===== src/rtl/gpu_cmd_pkg.sv =====
`timescale 1ns/1ps
package gpu_cmd_pkg;
  localparam int WORD_W  = 32;
  localparam int PKT_MAX = 12;
  localparam int IDX_W   = $clog2(PKT_MAX);
  localparam int ATTR_N  = 8;

  typedef enum logic [2:0] {RT_PRIM, RT_WRITE, RT_READ, RT_COPY, RT_ATTR} route_t;

  typedef struct packed {
    logic             wrEn;
    logic [IDX_W-1:0] wrIdx;
    logic             attrEn;
    logic [2:0]       attrIdx;
    logic [IDX_W-1:0] rdIdx;
  } strobe_t;

  function automatic route_t routeOf(input logic [7:0] op);
    if (op[7:5] == 3'b101)      return RT_WRITE;
    else if (op[7:5] == 3'b110) return RT_READ;
    else if (op[7:5] == 3'b100) return RT_COPY;
    else if (op[7:3] == 5'b11100) return RT_ATTR;
    else                        return RT_PRIM;
  endfunction

  function automatic logic [IDX_W-1:0] extraWords(input logic [7:0] op);
    int n;
    int v;
    v = op[3] ? 4 : 3;
    case (op[7:5])
      3'b000: n = (op == 8'h02) ? 2 : 0;
      3'b001: n = v * (1 + int'(op[2])) + (op[4] ? v - 1 : 0);
      3'b010: n = (op[4] ? 3 : 2) + int'(op[3]);
      3'b011: n = 1 + int'(op[2]) + ((op[4:3] == 2'b00) ? 1 : 0);
      3'b100: n = 3;
      3'b101, 3'b110: n = 2;
      default: n = 0;
    endcase
    return n[IDX_W-1:0];
  endfunction
endpackage


===== src/rtl/gpu_cmd_datapath.sv =====
`timescale 1ns/1ps
module gpu_cmd_datapath
  import gpu_cmd_pkg::*;
(
  input  logic                     clk,
  input  logic                     rstN,
  input  strobe_t                  st,
  input  logic [WORD_W-1:0]        inData,
  output logic [WORD_W-1:0]        rdWord,
  output logic [WORD_W-1:0]        parm1,
  output logic [WORD_W-1:0]        parm2,
  output logic [WORD_W-1:0]        parm3,
  output logic [ATTR_N*WORD_W-1:0] attrFlat,
  output logic [12:0]              statusWord
);
  logic [WORD_W-1:0] pktBuf [PKT_MAX];
  logic [WORD_W-1:0] attrReg [ATTR_N];

  always_ff @(posedge clk) begin
    if (st.wrEn) pktBuf[st.wrIdx] <= inData;
  end

  always_ff @(posedge clk) begin
    if (!rstN) begin
      for (int k = 0; k < ATTR_N; k++) attrReg[k] <= {8'hE0 + 8'(k), 24'h0};
    end else if (st.attrEn) begin
      attrReg[st.attrIdx] <= inData;
    end
  end

  assign rdWord     = pktBuf[st.rdIdx];
  assign parm1      = pktBuf[1];
  assign parm2      = pktBuf[2];
  assign parm3      = pktBuf[3];
  assign statusWord = {attrReg[6][1:0], attrReg[1][10:0]};

  for (genvar g = 0; g < ATTR_N; g++) begin : g_flat
    assign attrFlat[g*WORD_W +: WORD_W] = attrReg[g];
  end

  // a register write lands with the whole word
  p_attr_store_r4: assert property (@(posedge clk) disable iff (!rstN)
    st.attrEn |=> attrFlat[$past(st.attrIdx)*WORD_W +: WORD_W] == $past(inData));
  // a write to register 1 shows in the low status bits at once
  p_status_low_r5: assert property (@(posedge clk) disable iff (!rstN)
    (st.attrEn && st.attrIdx == 3'd1) |=> statusWord[10:0] == $past(inData[10:0]));
  // a write to register 6 shows in status bits 12:11
  p_status_high_r5: assert property (@(posedge clk) disable iff (!rstN)
    (st.attrEn && st.attrIdx == 3'd6) |=> statusWord[12:11] == $past(inData[1:0]));
endmodule


===== src/rtl/gpu_cmd_ctrl.sv =====
`timescale 1ns/1ps
module gpu_cmd_ctrl
  import gpu_cmd_pkg::*;
#(
  parameter int XW = 10,
  parameter int YW = 9
) (
  input  logic              clk,
  input  logic              rstN,
  input  logic              inValid,
  input  logic [WORD_W-1:0] inData,
  output logic              inReady,
  output logic              pixValid,
  input  logic              pixReady,
  output logic              xferStart,
  output logic              xferIsRead,
  output logic              copyStart,
  output logic              primValid,
  output logic              primSop,
  output logic [IDX_W-1:0]  primCount,
  input  logic              primReady,
  output strobe_t           st
);
  localparam int PIXW = XW + YW + 2;

  typedef enum logic [1:0] {S_COLLECT, S_EMIT, S_PIXEL} state_t;

  state_t           state;
  logic [IDX_W-1:0] wordCnt, needCnt, emitIdx, emitLast;
  logic [7:0]       opcReg;
  logic [PIXW-1:0]  pixLeft;
  logic             xferStartQ, xferReadQ, copyStartQ;

  logic             fire, firstWord, collectFire, pktDone;
  logic [7:0]       curOp;
  logic [IDX_W-1:0] curNeed;
  route_t           curRoute;

  logic [XW-1:0]   wM1;
  logic [YW-1:0]   hM1;
  logic [XW:0]     wFull;
  logic [YW:0]     hFull;
  logic [PIXW-1:0] pixProd, pixInit;

  always_comb begin
    wM1     = inData[XW-1:0] - 1'b1;
    hM1     = inData[16 +: YW] - 1'b1;
    wFull   = {1'b0, wM1} + 1'b1;
    hFull   = {1'b0, hM1} + 1'b1;
    pixProd = PIXW'(wFull) * PIXW'(hFull);
    pixInit = ((pixProd + PIXW'(1)) >> 1) - PIXW'(1);
  end

  always_comb begin
    inReady     = (state == S_COLLECT) || (state == S_PIXEL && pixReady);
    fire        = inValid && inReady;
    firstWord   = (wordCnt == '0);
    curOp       = firstWord ? inData[31:24] : opcReg;
    curNeed     = firstWord ? extraWords(inData[31:24]) : needCnt;
    curRoute    = routeOf(curOp);
    collectFire = (state == S_COLLECT) && fire;
    pktDone     = collectFire && (wordCnt == curNeed);

    pixValid   = (state == S_PIXEL) && inValid;
    primValid  = (state == S_EMIT);
    primSop    = primValid && (emitIdx == '0);
    primCount  = emitLast + 1'b1;
    xferStart  = xferStartQ;
    xferIsRead = xferReadQ;
    copyStart  = copyStartQ;

    st.wrEn    = collectFire;
    st.wrIdx   = wordCnt;
    st.attrEn  = pktDone && (curRoute == RT_ATTR);
    st.attrIdx = curOp[2:0];
    st.rdIdx   = emitIdx;
  end

  always_ff @(posedge clk) begin
    if (!rstN) begin
      state      <= S_COLLECT;
      wordCnt    <= '0;
      needCnt    <= '0;
      opcReg     <= '0;
      emitIdx    <= '0;
      emitLast   <= '0;
      pixLeft    <= '0;
      xferStartQ <= 1'b0;
      xferReadQ  <= 1'b0;
      copyStartQ <= 1'b0;
    end else begin
      xferStartQ <= 1'b0;
      copyStartQ <= 1'b0;
      case (state)
        S_COLLECT: begin
          if (collectFire) begin
            if (pktDone) begin
              wordCnt <= '0;
              case (curRoute)
                RT_WRITE: begin
                  xferStartQ <= 1'b1;
                  xferReadQ  <= 1'b0;
                  pixLeft    <= pixInit;
                  state      <= S_PIXEL;
                end
                RT_READ: begin
                  xferStartQ <= 1'b1;
                  xferReadQ  <= 1'b1;
                end
                RT_COPY: copyStartQ <= 1'b1;
                RT_PRIM: begin
                  emitIdx  <= '0;
                  emitLast <= curNeed;
                  state    <= S_EMIT;
                end
                default: ;
              endcase
            end else begin
              if (firstWord) begin
                opcReg  <= inData[31:24];
                needCnt <= curNeed;
              end
              wordCnt <= wordCnt + 1'b1;
            end
          end
        end
        S_EMIT: begin
          if (primReady) begin
            if (emitIdx == emitLast) state <= S_COLLECT;
            else emitIdx <= emitIdx + 1'b1;
          end
        end
        S_PIXEL: begin
          if (fire) begin
            if (pixLeft == '0) state <= S_COLLECT;
            else pixLeft <= pixLeft - 1'b1;
          end
        end
        default: state <= S_COLLECT;
      endcase
    end
  end

  // route strobes never overlap
  p_one_route_r2: assert property (@(posedge clk) disable iff (!rstN)
    $onehot0({xferStart, copyStart, primSop}));
  // the FIFO is stalled during emission
  p_stall_fifo_r8: assert property (@(posedge clk) disable iff (!rstN)
    primValid |-> !inReady);
  // a stalled primitive word holds its framing
  p_hold_frame_r8: assert property (@(posedge clk) disable iff (!rstN)
    (primValid && !primReady) |=> (primValid && $stable(primSop) && $stable(primCount)));
  // an incomplete packet routes nothing
  p_wait_more_r6: assert property (@(posedge clk) disable iff (!rstN)
    (collectFire && !pktDone) |=> (!xferStart && !copyStart && !primValid));
  // pixel words are never decoded or buffered
  p_no_decode_r7: assert property (@(posedge clk) disable iff (!rstN)
    pixValid |-> (!st.attrEn && !st.wrEn));
  // a read start is not followed by a pixel phase
  p_read_nopix_r2: assert property (@(posedge clk) disable iff (!rstN)
    (xferStart && xferIsRead) |-> !pixValid);
endmodule


===== src/rtl/gpu_cmd_router.sv =====
`timescale 1ns/1ps
module gpu_cmd_router
  import gpu_cmd_pkg::*;
#(
  parameter int XW = 10,
  parameter int YW = 9
) (
  input  logic                     clk,
  input  logic                     rstN,
  input  logic                     inValid,
  input  logic [WORD_W-1:0]        inData,
  output logic                     inReady,
  output logic                     pixValid,
  output logic [WORD_W-1:0]        pixData,
  input  logic                     pixReady,
  output logic                     xferStart,
  output logic                     xferIsRead,
  output logic [WORD_W-1:0]        xferPos,
  output logic [WORD_W-1:0]        xferSize,
  output logic                     copyStart,
  output logic [WORD_W-1:0]        copySrc,
  output logic [WORD_W-1:0]        copyDst,
  output logic [WORD_W-1:0]        copySize,
  output logic                     primValid,
  output logic                     primSop,
  output logic [IDX_W-1:0]         primCount,
  output logic [WORD_W-1:0]        primData,
  input  logic                     primReady,
  output logic [ATTR_N*WORD_W-1:0] attrFlat,
  output logic [12:0]              statusWord
);
  strobe_t           st;
  logic [WORD_W-1:0] rdWord, parm1, parm2, parm3;

  gpu_cmd_ctrl #(.XW(XW), .YW(YW)) u_ctrl (
    .clk(clk), .rstN(rstN), .inValid(inValid), .inData(inData), .inReady(inReady),
    .pixValid(pixValid), .pixReady(pixReady), .xferStart(xferStart),
    .xferIsRead(xferIsRead), .copyStart(copyStart), .primValid(primValid),
    .primSop(primSop), .primCount(primCount), .primReady(primReady), .st(st)
  );

  gpu_cmd_datapath u_data (
    .clk(clk), .rstN(rstN), .st(st), .inData(inData), .rdWord(rdWord),
    .parm1(parm1), .parm2(parm2), .parm3(parm3), .attrFlat(attrFlat),
    .statusWord(statusWord)
  );

  assign pixData  = inData;
  assign xferPos  = parm1;
  assign xferSize = parm2;
  assign copySrc  = parm1;
  assign copyDst  = parm2;
  assign copySize = parm3;
  assign primData = rdWord;

  // a stalled primitive word keeps its data
  p_data_hold_r8: assert property (@(posedge clk) disable iff (!rstN)
    (primValid && !primReady) |=> $stable(primData));
endmodule


===== config.mk =====
export PLATFORM = sky130hd
export DESIGN_NAME = gpu_cmd_router
export DESIGN_NICKNAME = d
export VERILOG_FILES = /design/src/rtl/gpu_cmd_pkg.sv /design/src/rtl/gpu_cmd_datapath.sv /design/src/rtl/gpu_cmd_ctrl.sv /design/src/rtl/gpu_cmd_router.sv
export SDC_FILE = /design/constraint.sdc
export NUM_CORES = 1
export LEC_CHECK = 0
export ABC_AREA = 1
export BUFFER_PORTS_ARGS = -buffer_cell sky130_fd_sc_hd__clkbuf_2
export CELL_PAD_IN_SITES_DETAIL_PLACEMENT = 1
export CELL_PAD_IN_SITES_GLOBAL_PLACEMENT = 2
export CORE_ASPECT_RATIO = 1.5
export CORE_MARGIN = 10
export CORE_UTILIZATION = 40
export CTS_BUF_LIST = sky130_fd_sc_hd__clkbuf_16
export DETAILED_ROUTE_END_ITERATION = 8
export GPL_ROUTABILITY_DRIVEN = 0
export PLACE_DENSITY = 0.9
export SLEW_MARGIN = 20
export SYNTH_ARGS = -nofsm -noshare
export SYNTH_HDL_FRONTEND = slang
export SYNTH_SLANG_ARGS = --single-unit

===== constraint.sdc =====
create_clock -name clk -period 19.4 [get_ports clk]
set_clock_uncertainty 0.15 [all_clocks]
set_input_delay 0.97 -clock clk [delete_from_list [all_inputs] [get_ports clk]]
set_output_delay 0.97 -clock clk [all_outputs]
set_load 0.005 [all_outputs]

==> qor.txt, run 1 <==
Setup TNS - 0 ns
CP peak stage delay - 0.56 ns
Residual DRC - 0
Drt pass-1 iters - 5
Die extent in x - 255 µm
Crit path DAT - 8.76 ns
RSZ-0062 raised after global routing - false
Synthesized area - 0.0330 mm²
Post-CTS Setup Bufs - 0
Clock transition at path regs - 0.07 ns
DR vias - 24100
F_max - 119 MHz
Worst hold path class - flip-flop to flip-flop
CTS Buf Count - 68
Critical Path Most Common Cell - nand2_1
Initial antenna violation count - 1
Smallest hold slack - 0.329 ns
Layout area overhead - 15.7%
Crit Path Category - primary input to flip-flop
Top area cells in the synthesized netlist - edfxtp_1 58%, nand2_1 4.6%, nor2_1 4.4%
Final net count - 3608
H-tree lvl count - 3
Vias in the first global route - 25700
Period Utilization, post-route - 43.2%
CTS Hold Bufs - 0
FP Rows - 129
Max-cap violations - 0
CP Data Required Time - 19.78 ns
DRT antenna net count - 0
CP bufs+invs - 11
Synthesized area per cell - 11.0 µm²
Main synth FF type - edfxtp_1
CP delay by family, top - adder cells
Synth Area in Simple Gates - 11.6%
Global-route wire length before repair - 169000 µm
Core Region - 0.0822 mm²
Via density - 5.34
Post-synthesis sequential area ratio - 61.4%
Hpwl dp - 80900 µm
I/O Pins - 541
TritonCTS Sinks - 694
Slew HR - 24.8%
Post-synth EDFFs - 640
CP Max Fanout - 20
IO buf count - 540
Final Max Slew Viols - 0
Top cell type's share of synthesized area - 58.2%
CP Capture Type - flip-flop
Syn nets - 3186
Gates resized, CTS repair - 0
Maximum VDD drop - 0.0959 mV
DP Cell Count - 4400
Mux contribution to synthesized area - 2.06%
Synth warn - 0
Non-filler cells, final - 4519
Drt first-iter violations - 1583
CTS tree - yes
Share of flip-flops with an asynchronous set or reset - 0%
Largest family of logic cells by synthesized area - simple AND/OR/NAND/NOR gates
Slowest stage cell, crit path - fa_1
Wire length per cell - 26.0 µm
Adder-cell share of the synthesized area - 7.25%
Final setup violation count - 0
Status - complete, no violations
Largest net degree at the start of global routing - 90
Critical Path Start Type - primary input
Root Driver - clkbuf_16
Fraction of layout cells with a size suffix above 1 - 21.2%
Number of diodes - 0
Final worst path period need - 8.38 ns
Pwr Density - 131 mW/mm²
Remaining global-route overflow - 0
Worst-Skew Late Latency - 0.63 ns
Die area - 0.0947 mm²
Synth Area in Compound Gates - 8.12%
Starting Density - 40.2%
Most common cell after layout, fill and taps aside - edfxtp_1
Dominant cell type by area after synthesis - edfxtp_1
Most frequent cells in the layout - 640 x edfxtp_1, 540 x clkbuf_2, 400 x nand2_1, 381 x nor2_1, 378 x inv_1
Worst slew pin tran - 1.12 ns
Routed wire length - 117000 µm
CTS Buffer Depth - 3
Synth Area in XOR/XNOR - 1.03%
Synth Register Bits - 694
Hold Vio Cnt, Final - 0
Distinct cells, synth - 46
DIE HEIGHT - 372 µm
Synthesized instance count - 3000
Leakage - 15.9 nW
GRT Total Usage - 24.2%
## worst paths after layout
kind                     endpoint  cells past startpoint  slack [ns]         startpoint
max            u_ctrl.pixLeft[17]                     42       11.02          inData[0]
min             u_ctrl.pixLeft[3]                      2        0.33  u_ctrl.pixLeft[3]
max reg2reg  u_data.attrReg[6][0]                     17       14.48  u_ctrl.wordCnt[0]
min reg2reg     u_ctrl.pixLeft[3]                      2        0.33  u_ctrl.pixLeft[3]
## layout make-up
type,instances,area [µm²]
Clock buffer,69,1730
Inverter,393,1480
Sequential cell,694,20300
Tap cell,1048,1310
Clock inverter,50,388
Fill cell,9003,43900
Timing Repair Buffer,581,3010
Multi-Input combinational cell,1684,10000
## state kept, by name (all words and copies together), names as in the netlist, 4 cells and up, named ones only
register         count
u_ctrl.wordCnt       4
u_data.attrReg     256
u_ctrl.opcReg        8
u_ctrl.emitIdx       4
u_ctrl.pixLeft      21
u_ctrl.emitLast      4
u_data.pktBuf      384
u_ctrl.needCnt       4
## cell usage after synthesis, drive strengths merged (22+ instances only)
library cell	n
a21oi	155
buf	149
clkbuf	80
dfxtp	54
edfxtp	640
fa	71
ha	78
inv	377
mux2i	68
nand2	414
nand3	59
nor2	391
nor3	22
o211ai	47
o21ai	247
xor2	22
## per-layer routing
metal  GRT usage, %  wire length, µm  vias up  part of all wire, %
li1               -                -    10800                    -
met1           26.7            42800    12300                   36
met2           45.4            63100      804                   54
met3           4.22             7120      168                  6.1
met4           9.01             4390        0                  3.7
met5              0                0        -                    0
## cell families after synthesis
logic type,count (synthesis)
DFF,694
buffers and inverters,622
xor gates and xnor gates,39
muxes,68
and+or+nand+nor,935
AOI/OAI and AO/OA,493
adders and majority gates,149
## tightest hold or removal path: stages, from the launching register on
cell and delay, ns:
dfxtp_1 0.31, inv_1 0.07, a21oi_1 0.05
## power breakdown
group          total [W]  leakage [nW]  switching (W)  internal [W]
clock network    0.00129          1.10       0.000579      0.000715
registers        0.00177          6.43      0.0000704       0.00170
logic            0.00193          8.41        0.00129      0.000636
## stage by stage
step | total power, W | setup slack (ns) | area (µm²) | util, %
after global placement | 0.00368 | 10.51 | 36100 | 44.0
after floorplan | 0.00310 | 11.70 | 33000 | -
after global routing | 0.00534 | 10.49 | 38200 | 46.5
after detailed placement | 0.00373 | 10.33 | 36100 | 44.0
final | 0.00499 | 11.02 | 38200 | 46.5
after CTS | 0.00503 | 10.99 | 38200 | 46.5
(Power assumes the default switching activity.)
==> inputs of run 2 (changes only) <==
--- a/config.mk
+++ b/config.mk
@@ -11,11 +11,11 @@
 export CELL_PAD_IN_SITES_GLOBAL_PLACEMENT = 2
 export CORE_ASPECT_RATIO = 1.5
 export CORE_MARGIN = 10
-export CORE_UTILIZATION = 40
+export CORE_UTILIZATION = 33
 export CTS_BUF_LIST = sky130_fd_sc_hd__clkbuf_16
 export DETAILED_ROUTE_END_ITERATION = 8
 export GPL_ROUTABILITY_DRIVEN = 0
-export PLACE_DENSITY = 0.9
+export PLACE_DENSITY = 0.8
 export SLEW_MARGIN = 20
 export SYNTH_ARGS = -nofsm -noshare
 export SYNTH_HDL_FRONTEND = slang
==> constraint.sdc (replaced) <==
create_clock -name clk -period 6.8 [get_ports clk]
set_clock_uncertainty 0.15 [all_clocks]
set_input_delay 0.34 -clock clk [delete_from_list [all_inputs] [get_ports clk]]
set_output_delay 0.34 -clock clk [all_outputs]
set_load 0.005 [all_outputs]
==> run 2 against run 1 <==
  * Count of clock-buffer cells in the layout rose by 4
  * Die area rose by 20%
  * Design area increased by 5.0%
  * Critical path depth down 5
  * Clock power rose to 2.9 times the previous value
  * Power rose to 3.1 times the previous value
  * Sequential power rose to 2.9 times the previous value
  * Utilization decreased by 6.3 points
  * Critical path type unchanged
  * Critical endpoint unchanged
  * Largest cell class unchanged
==> qor.txt, run 2 (synthesized netlist as in run 1, its figures left out) <==
CP peak stage delay - 0.57 ns (was 0.56 ns)
TritonCTS Sinks - 694 (unchanged)
CP Capture Type - flip-flop (unchanged)
Final worst path period need - 6.47 ns
Die extent in x - 278 µm (was 255 µm)
FP Rows - 142 (was 129)
Final net count - 3779 (was 3608)
Slew HR - 27.0% (was 24.8%)
Largest Register - u_data.pktBuf (unchanged)
Largest net degree at the start of global routing - 124 (was 90)
Fraction of layout cells with a size suffix above 1 - 25.9% (was 21.2%)
H-tree lvl count - 3 (unchanged)
Starting Density - 33.2% (was 40.2%)
Initial antenna violation count - 5 (was 1)
Most frequent cells in the layout - 640 x edfxtp_1, 540 x clkbuf_2, 392 x nand2_1, 382 x inv_1, 367 x nor2_1 (was 640 x edfxtp_1, 540 x clkbuf_2, 400 x nand2_1, 381 x nor2_1, 378 x inv_1)
Drt first-iter violations - 1538 (was 1583)
Layout filler cell count - 11100 (was 9003)
Residual DRC - 0 (unchanged)
DRT antenna net count - 0 (unchanged)
Setup Slack @ Placement - -0.451 ns (was 10.33 ns)
Vias in the first global route - 26400 (was 25700)
Leakage - 16.8 nW (was 15.9 nW)
CP Max Fanout - 5 (was 20)
Root Driver - clkbuf_16 (unchanged)
Maximum VDD drop - 0.273 mV (was 0.0959 mV)
Slowest stage cell, crit path - fa_1 (unchanged)
Sw Share - 38.6% (was 38.8%)
GRT Total Usage - 20.9% (was 24.2%)
Crit Path Category - primary input to flip-flop (unchanged)
CTS Buffer Depth - 3 (unchanged)
DIE HEIGHT - 408 µm (was 372 µm)
Max-cap violations - 0 (unchanged)
Hpwl dp - 86600 µm (was 80900 µm)
Internal power - 0.00964 W (was 0.00305 W)
Remaining global-route overflow - 0 (unchanged)
CTS Buf Count - 72 (was 68)
Hold Vio Cnt, Final - 0 (unchanged)
Core Region - 0.0997 mm² (was 0.0822 mm²)
Clk pwr share - 23.9% (was 25.9%)
Worst slew pin tran - 1.09 ns (was 1.12 ns)
Period Utilization, post-route - 95.1%
Net switching power - 0.00605 W (was 0.00194 W)
Via density - 4.92 (was 5.34)
Die area - 0.113 mm² (was 0.0947 mm²)
Layout area overhead - 21.5% (was 15.7%)
Smallest hold slack - 0.0694 ns (was 0.329 ns)
Clock transition at path regs - 0.07 ns (about the same)
Wire length per cell - 24.6 µm (was 26.0 µm)
Routed wire length - 121000 µm (was 117000 µm)
CTS tree - yes (unchanged)
Worst Setup Slack, final - 0.334 ns (was 11.02 ns)
IO buf count - 540 (unchanged)
Most common cell after layout, fill and taps aside - edfxtp_1 (unchanged)
Max reg flops - 384 (unchanged)
CP Data Required Time - 7.19 ns (was 19.78 ns)
Pwr Density - 391 mW/mm² (was 131 mW/mm²)
Critical Path Most Common Cell - nand2_1 (unchanged)
DR vias - 24300 (was 24100)
F_max - 155 MHz
Final Max Slew Viols - 0 (unchanged)
Status - complete, no violations (unchanged)
RSZ-0062 raised after global routing - true (was false)
Critical Path Start Type - primary input (unchanged)
Worst-Skew Late Latency - 0.64 ns (was 0.63 ns)
Crit path DAT - 6.86 ns (was 8.76 ns)
Logic pwr share - 43.8% (was 38.6%)
Tot Pwr - 0.0157 W (was 0.00499 W)
Global-route wire length before repair - 176000 µm (was 169000 µm)
Largest registers - u_data.pktBuf: 384 flops, u_data.attrReg: 256 flops, u_ctrl.pixLeft: 21 flops (unchanged)
Sequential share of power - 32.3% (was 35.5%)
I/O Pins - 541 (unchanged)
Drt pass-1 iters - 5 (unchanged)
Worst hold path class - primary input to flip-flop (was flip-flop to flip-flop)
Final setup violation count - 0 (unchanged)
==> run 2: cell types whose count changed in the layout (fill, tap and decap cells not counted), moves of 5 or more <==
| cell | previous run | this run |
|---|---|---|
| a21oi_1 | 155 | 149 |
| a21oi_2 | 0 | 6 |
| buf_4 | 41 | 196 |
| clkinv_1 | 28 | 23 |
| dlygate4sd3_1 | 0 | 9 |
| nand2_1 | 400 | 392 |
| nand2_2 | 13 | 21 |
| nor2_1 | 381 | 367 |
| nor2_2 | 4 | 14 |
==> run 2: path summary, 6_finish.rpt <==
check	startpoint	endpoint	slack, ns	cells after the start
setup / recovery	inData[2]	u_ctrl.pixLeft[17]	0.33	37
hold / removal	inData[27]	u_data.pktBuf[11][27]	0.07	2
setup reg to reg	u_ctrl.wordCnt[0]	u_data.attrReg[0][24]	2.07	18
hold reg to reg	u_ctrl.pixLeft[6]	u_ctrl.pixLeft[6]	0.33	2
==> run 2: cell type report <==
type	instances	area (µm²)	area share, %
Antenna cell	3	7.51	0.0187
Clock buffer	73	1830	4.55
Clock inverter	52	348	0.867
Inverter	393	1480	3.69
Multi-Input combinational cell	1684	10200	25.5
Sequential cell	694	20300	50.6
Tap cell	1296	1620	4.04
Timing Repair Buffer	748	4320	10.8
==> run 2: per-layer routing <==
layer  global-route usage (%)  share of wire [%]  up-vias
met5                        0              0.017        -
met4                     7.22                3.1        4
met3                     4.60                6.0      167
met2                     39.2                 54      655
met1                     22.7                 37    12400
li1                         -                  -    11200
==> run 2: power by group through the flow <==
stage               Sequential (W)  Combinational [W]  Clock (W)
floorplan                  0.00503            0.00382          0
global placement           0.00516            0.00649          0
detailed placement         0.00517            0.00659          0
CTS                        0.00508            0.00664    0.00383
global route               0.00510            0.00764    0.00397
finish                     0.00507            0.00687    0.00374
==> run 2: per-stage QoR <==
step	instances	TNS [ns]	util [%]	cell area [µm²]
2_1_floorplan	3000	0	-	33000
3_3_place_gp	4802	-3.50	37.8	37600
3_5_place_dp	4802	-4.63	37.8	37600
4_1_cts	4936	0	40.0	39900
5_1_grt	4941	-0.0308	40.3	40100
6_report	4943	0	40.3	40100
==> run 2: critical path: cells and delay by family <==
| family | cells | cell delay, ns |
|---|---|---|
| simple gates | 21 | 2.47 |
| xor+xnor | 2 | 0.39 |
| buf+inv | 7 | 0.88 |
| compound gates | 1 | 0.17 |
| fa+ha+maj | 6 | 2.59 |
==> run 2: timing repair <==
item | CTS | global route
hold buffers | 9 | 0
setup buffers | 0 | 4
resized for setup | 0 | 51
endpoints found under the setup margin | 0 | 13
hold endpoints to repair | 85 | 0
==> inputs of run 3 (changes only) <==
==> constraint.sdc (replaced) <==
create_clock -name clk -period 5.15 [get_ports clk]
set_clock_uncertainty 0.15 [all_clocks]
set_input_delay 0.2575 -clock clk [delete_from_list [all_inputs] [get_ports clk]]
set_output_delay 0.2575 -clock clk [all_outputs]
set_load 0.005 [all_outputs]
==> run 3 against run 2 <==
  * The flow now finishes with violations (setup timing)
  * Flip-flop and latch count stayed put
  * Design area is 5.7% higher
  * Via count is 4.1% higher
  * Register-to-register slack worse by 0.79 ns
  * Clock power is 41% higher
  * Hold slack worse by 0.052 ns
  * Critical endpoint unchanged
==> qor.txt, run 3 (synthesized netlist as in run 1, its figures left out) <==
Status - finished, violations left (was complete, no violations)
Failing checks - setup timing
Vias in the first global route - 27000 (was 26400)
Crit Path Category - primary input to flip-flop (unchanged)
Final Max Slew Viols - 0 (unchanged)
Max reg flops - 384 (unchanged)
DP Area - 0.0385 mm² (was 0.0376 mm²)
Root Driver - clkbuf_16 (unchanged)
Critical Path Start Type - primary input (unchanged)
Most common cell after layout, fill and taps aside - edfxtp_1 (unchanged)
Worst Setup Slack, final - -0.841 ns (was 0.334 ns)
F_max - 167 MHz
Period Utilization, post-route - 116%
Leakage - 17.7 nW (was 16.8 nW)
Hold Vio Cnt, Final - 0 (unchanged)
Wire length per cell - 24.7 µm (was 24.6 µm)
Fin area - 0.0424 mm² (was 0.0401 mm²)
Crit path DAT - 6.38 ns (was 6.86 ns)
Slowest stage cell, crit path - fa_1 (unchanged)
DRT antenna net count - 0 (unchanged)
Logic pwr share - 49.2% (was 43.8%)
Die area - 0.113 mm² (unchanged)
Worst slew pin tran - 0.943 ns (was 1.09 ns)
Fraction of layout cells with a size suffix above 1 - 33.1% (was 25.9%)
Drt pass-1 iters - 4 (was 5)
CP peak stage delay - 0.52 ns (was 0.57 ns)
Via density - 5.00 (was 4.92)
CTS Buf Count - 71 (was 72)
Slew HR - 37.1% (was 27.0%)
Worst hold path class - primary input to flip-flop (unchanged)
CP Data Required Time - 5.54 ns (was 7.19 ns)
Final net count - 3905 (was 3779)
Max-cap violations - 0 (unchanged)
Remaining global-route overflow - 0 (unchanged)
Maximum VDD drop - 0.535 mV (was 0.273 mV)
DIE HEIGHT - 408 µm (unchanged)
Setup TNS - -10.61 ns (was 0 ns)
Drt first-iter violations - 1768 (was 1538)
Pwr Density - 556 mW/mm² (was 391 mW/mm²)
Core Region - 0.0997 mm² (unchanged)
Final setup violation count - 15 (was 0)
Starting Density - 33.2% (unchanged)
CTS Buffer Depth - 3 (unchanged)
Initial antenna violation count - 5 (unchanged)
Routed wire length - 125000 µm (was 121000 µm)
CP Max Fanout - 4 (was 5)
FP Rows - 142 (unchanged)
GRT Total Usage - 21.3% (was 20.9%)
Sequential share of power - 28.3% (was 32.3%)
H-tree lvl count - 3 (unchanged)
Hpwl dp - 90700 µm (was 86600 µm)
TritonCTS Sinks - 694 (unchanged)
Residual DRC - 0 (unchanged)
Sw Share - 39.4% (was 38.6%)
I/O Pins - 541 (unchanged)
Largest registers - u_data.pktBuf: 384 flops, u_data.attrReg: 256 flops, u_ctrl.pixLeft: 21 flops (unchanged)
Worst-Skew Late Latency - 0.66 ns (was 0.64 ns)
Clock transition at path regs - 0.07 ns (about the same)
Largest Register - u_data.pktBuf (unchanged)
Smallest hold slack - 0.0178 ns (was 0.0694 ns)
Internal power - 0.0143 W (was 0.00964 W)
DR vias - 25400 (was 24300)
Most frequent cells in the layout - 640 x edfxtp_1, 535 x clkbuf_2, 344 x nor2_1, 337 x inv_1, 315 x nand2_1 (was 640 x edfxtp_1, 540 x clkbuf_2, 392 x nand2_1, 382 x inv_1, 367 x nor2_1)
RSZ-0062 raised after global routing - true (unchanged)
Share of the core filled with cells - 42.6% (was 40.3%)
CP Capture Type - flip-flop (unchanged)
Global-route wire length before repair - 180000 µm (was 176000 µm)
Net switching power - 0.00931 W (was 0.00605 W)
IO buf count - 540 (unchanged)
Largest net degree at the start of global routing - 139 (was 124)
Layout area overhead - 28.4% (was 21.5%)
Clk pwr share - 22.4% (was 23.9%)
Final worst path period need - 5.99 ns
CTS tree - yes (unchanged)
Layout filler cell count - 11000 (was 11100)
Die extent in x - 278 µm (unchanged)
==> run 3: changes by cell type in the layout (fill, tap and decap cells not counted), sizes merged <==
cell,change
buf,+117
bufinv,+6
clkbuf,-3
clkinvlp,+2
inv,-5
diode,-2
dlygate4sd3,+12
==> run 3: timing repair <==
| item | 4_1_cts | 5_1_grt |
|---|---|---|
| hold endpoints to repair | 205 | 0 |
| endpoints found under the setup margin | 16 | 16 |
| buffers inserted | 25 | 22 |
| resized for setup | 153 | 133 |
| pin swaps | 72 | 60 |
| hold buffers | 21 | 0 |
==> run 3: power groups by stage <==
stage	Clock, W	Combinational, W	Sequential, W
after floorplan	0	0.00554	0.00664
after global placement	0	0.00905	0.00680
after detailed placement	0	0.00918	0.00681
after CTS	0.00537	0.0106	0.00669
after global routing	0.00559	0.0127	0.00671
final	0.00529	0.0116	0.00668
==> run 3: final timing paths <==
path | from | end | cells after the start | slack [ns]
worst max-delay path | inData[1] | u_ctrl.pixLeft[17] | 38 | -0.84
worst min-delay path | inData[25] | u_data.pktBuf[5][25] | 1 | 0.02
worst min register to register | u_ctrl.xferIsRead | u_ctrl.xferIsRead | 2 | 0.32
worst max register to register | u_ctrl.wordCnt[0] | u_data.attrReg[6][14] | 17 | 1.28
==> run 3: metal layers <==
layer	wire length, µm	part of all wire (%)	GRT usage, %	vias up
met5	9	0.0072	0	-
met4	4710	3.8	7.92	2
met3	9600	7.7	5.66	204
met2	65800	52	39.2	855
met1	45400	36	22.9	12900
li1	-	-	-	11400
==> run 3: layout make-up <==
type,count,area (µm²),area share [%]
antenna,1,2.50,0.00590
clock buffer,72,1800,4.25
clock inverter,55,537,1.27
inverter,393,1530,3.60
multi-input combinational,1684,11000,26.0
sequential,694,20300,47.9
tap,1296,1620,3.82
timing repair buffer,875,5580,13.1
==> run 3: worst max-delay path: cells and delay by family <==
kind | cells | cell delay [ns]
adder cells (fa/ha/maj) | 7 | 2.96
AND/OR/NAND/NOR | 21 | 2.25
buffers and inverters | 8 | 0.60
XOR/XNOR | 2 | 0.27
==> run 3: through the flow <==
step           std cells  total power [W]  setup WS [ns]
2_1_floorplan       3000           0.0122          -1.23
3_3_place_gp        4876           0.0159          -1.74
3_5_place_dp        4876           0.0160          -1.82
4_1_cts             5048           0.0226         -0.874
5_1_grt             5070           0.0250          -1.18
6_report            5070           0.0236         -0.841
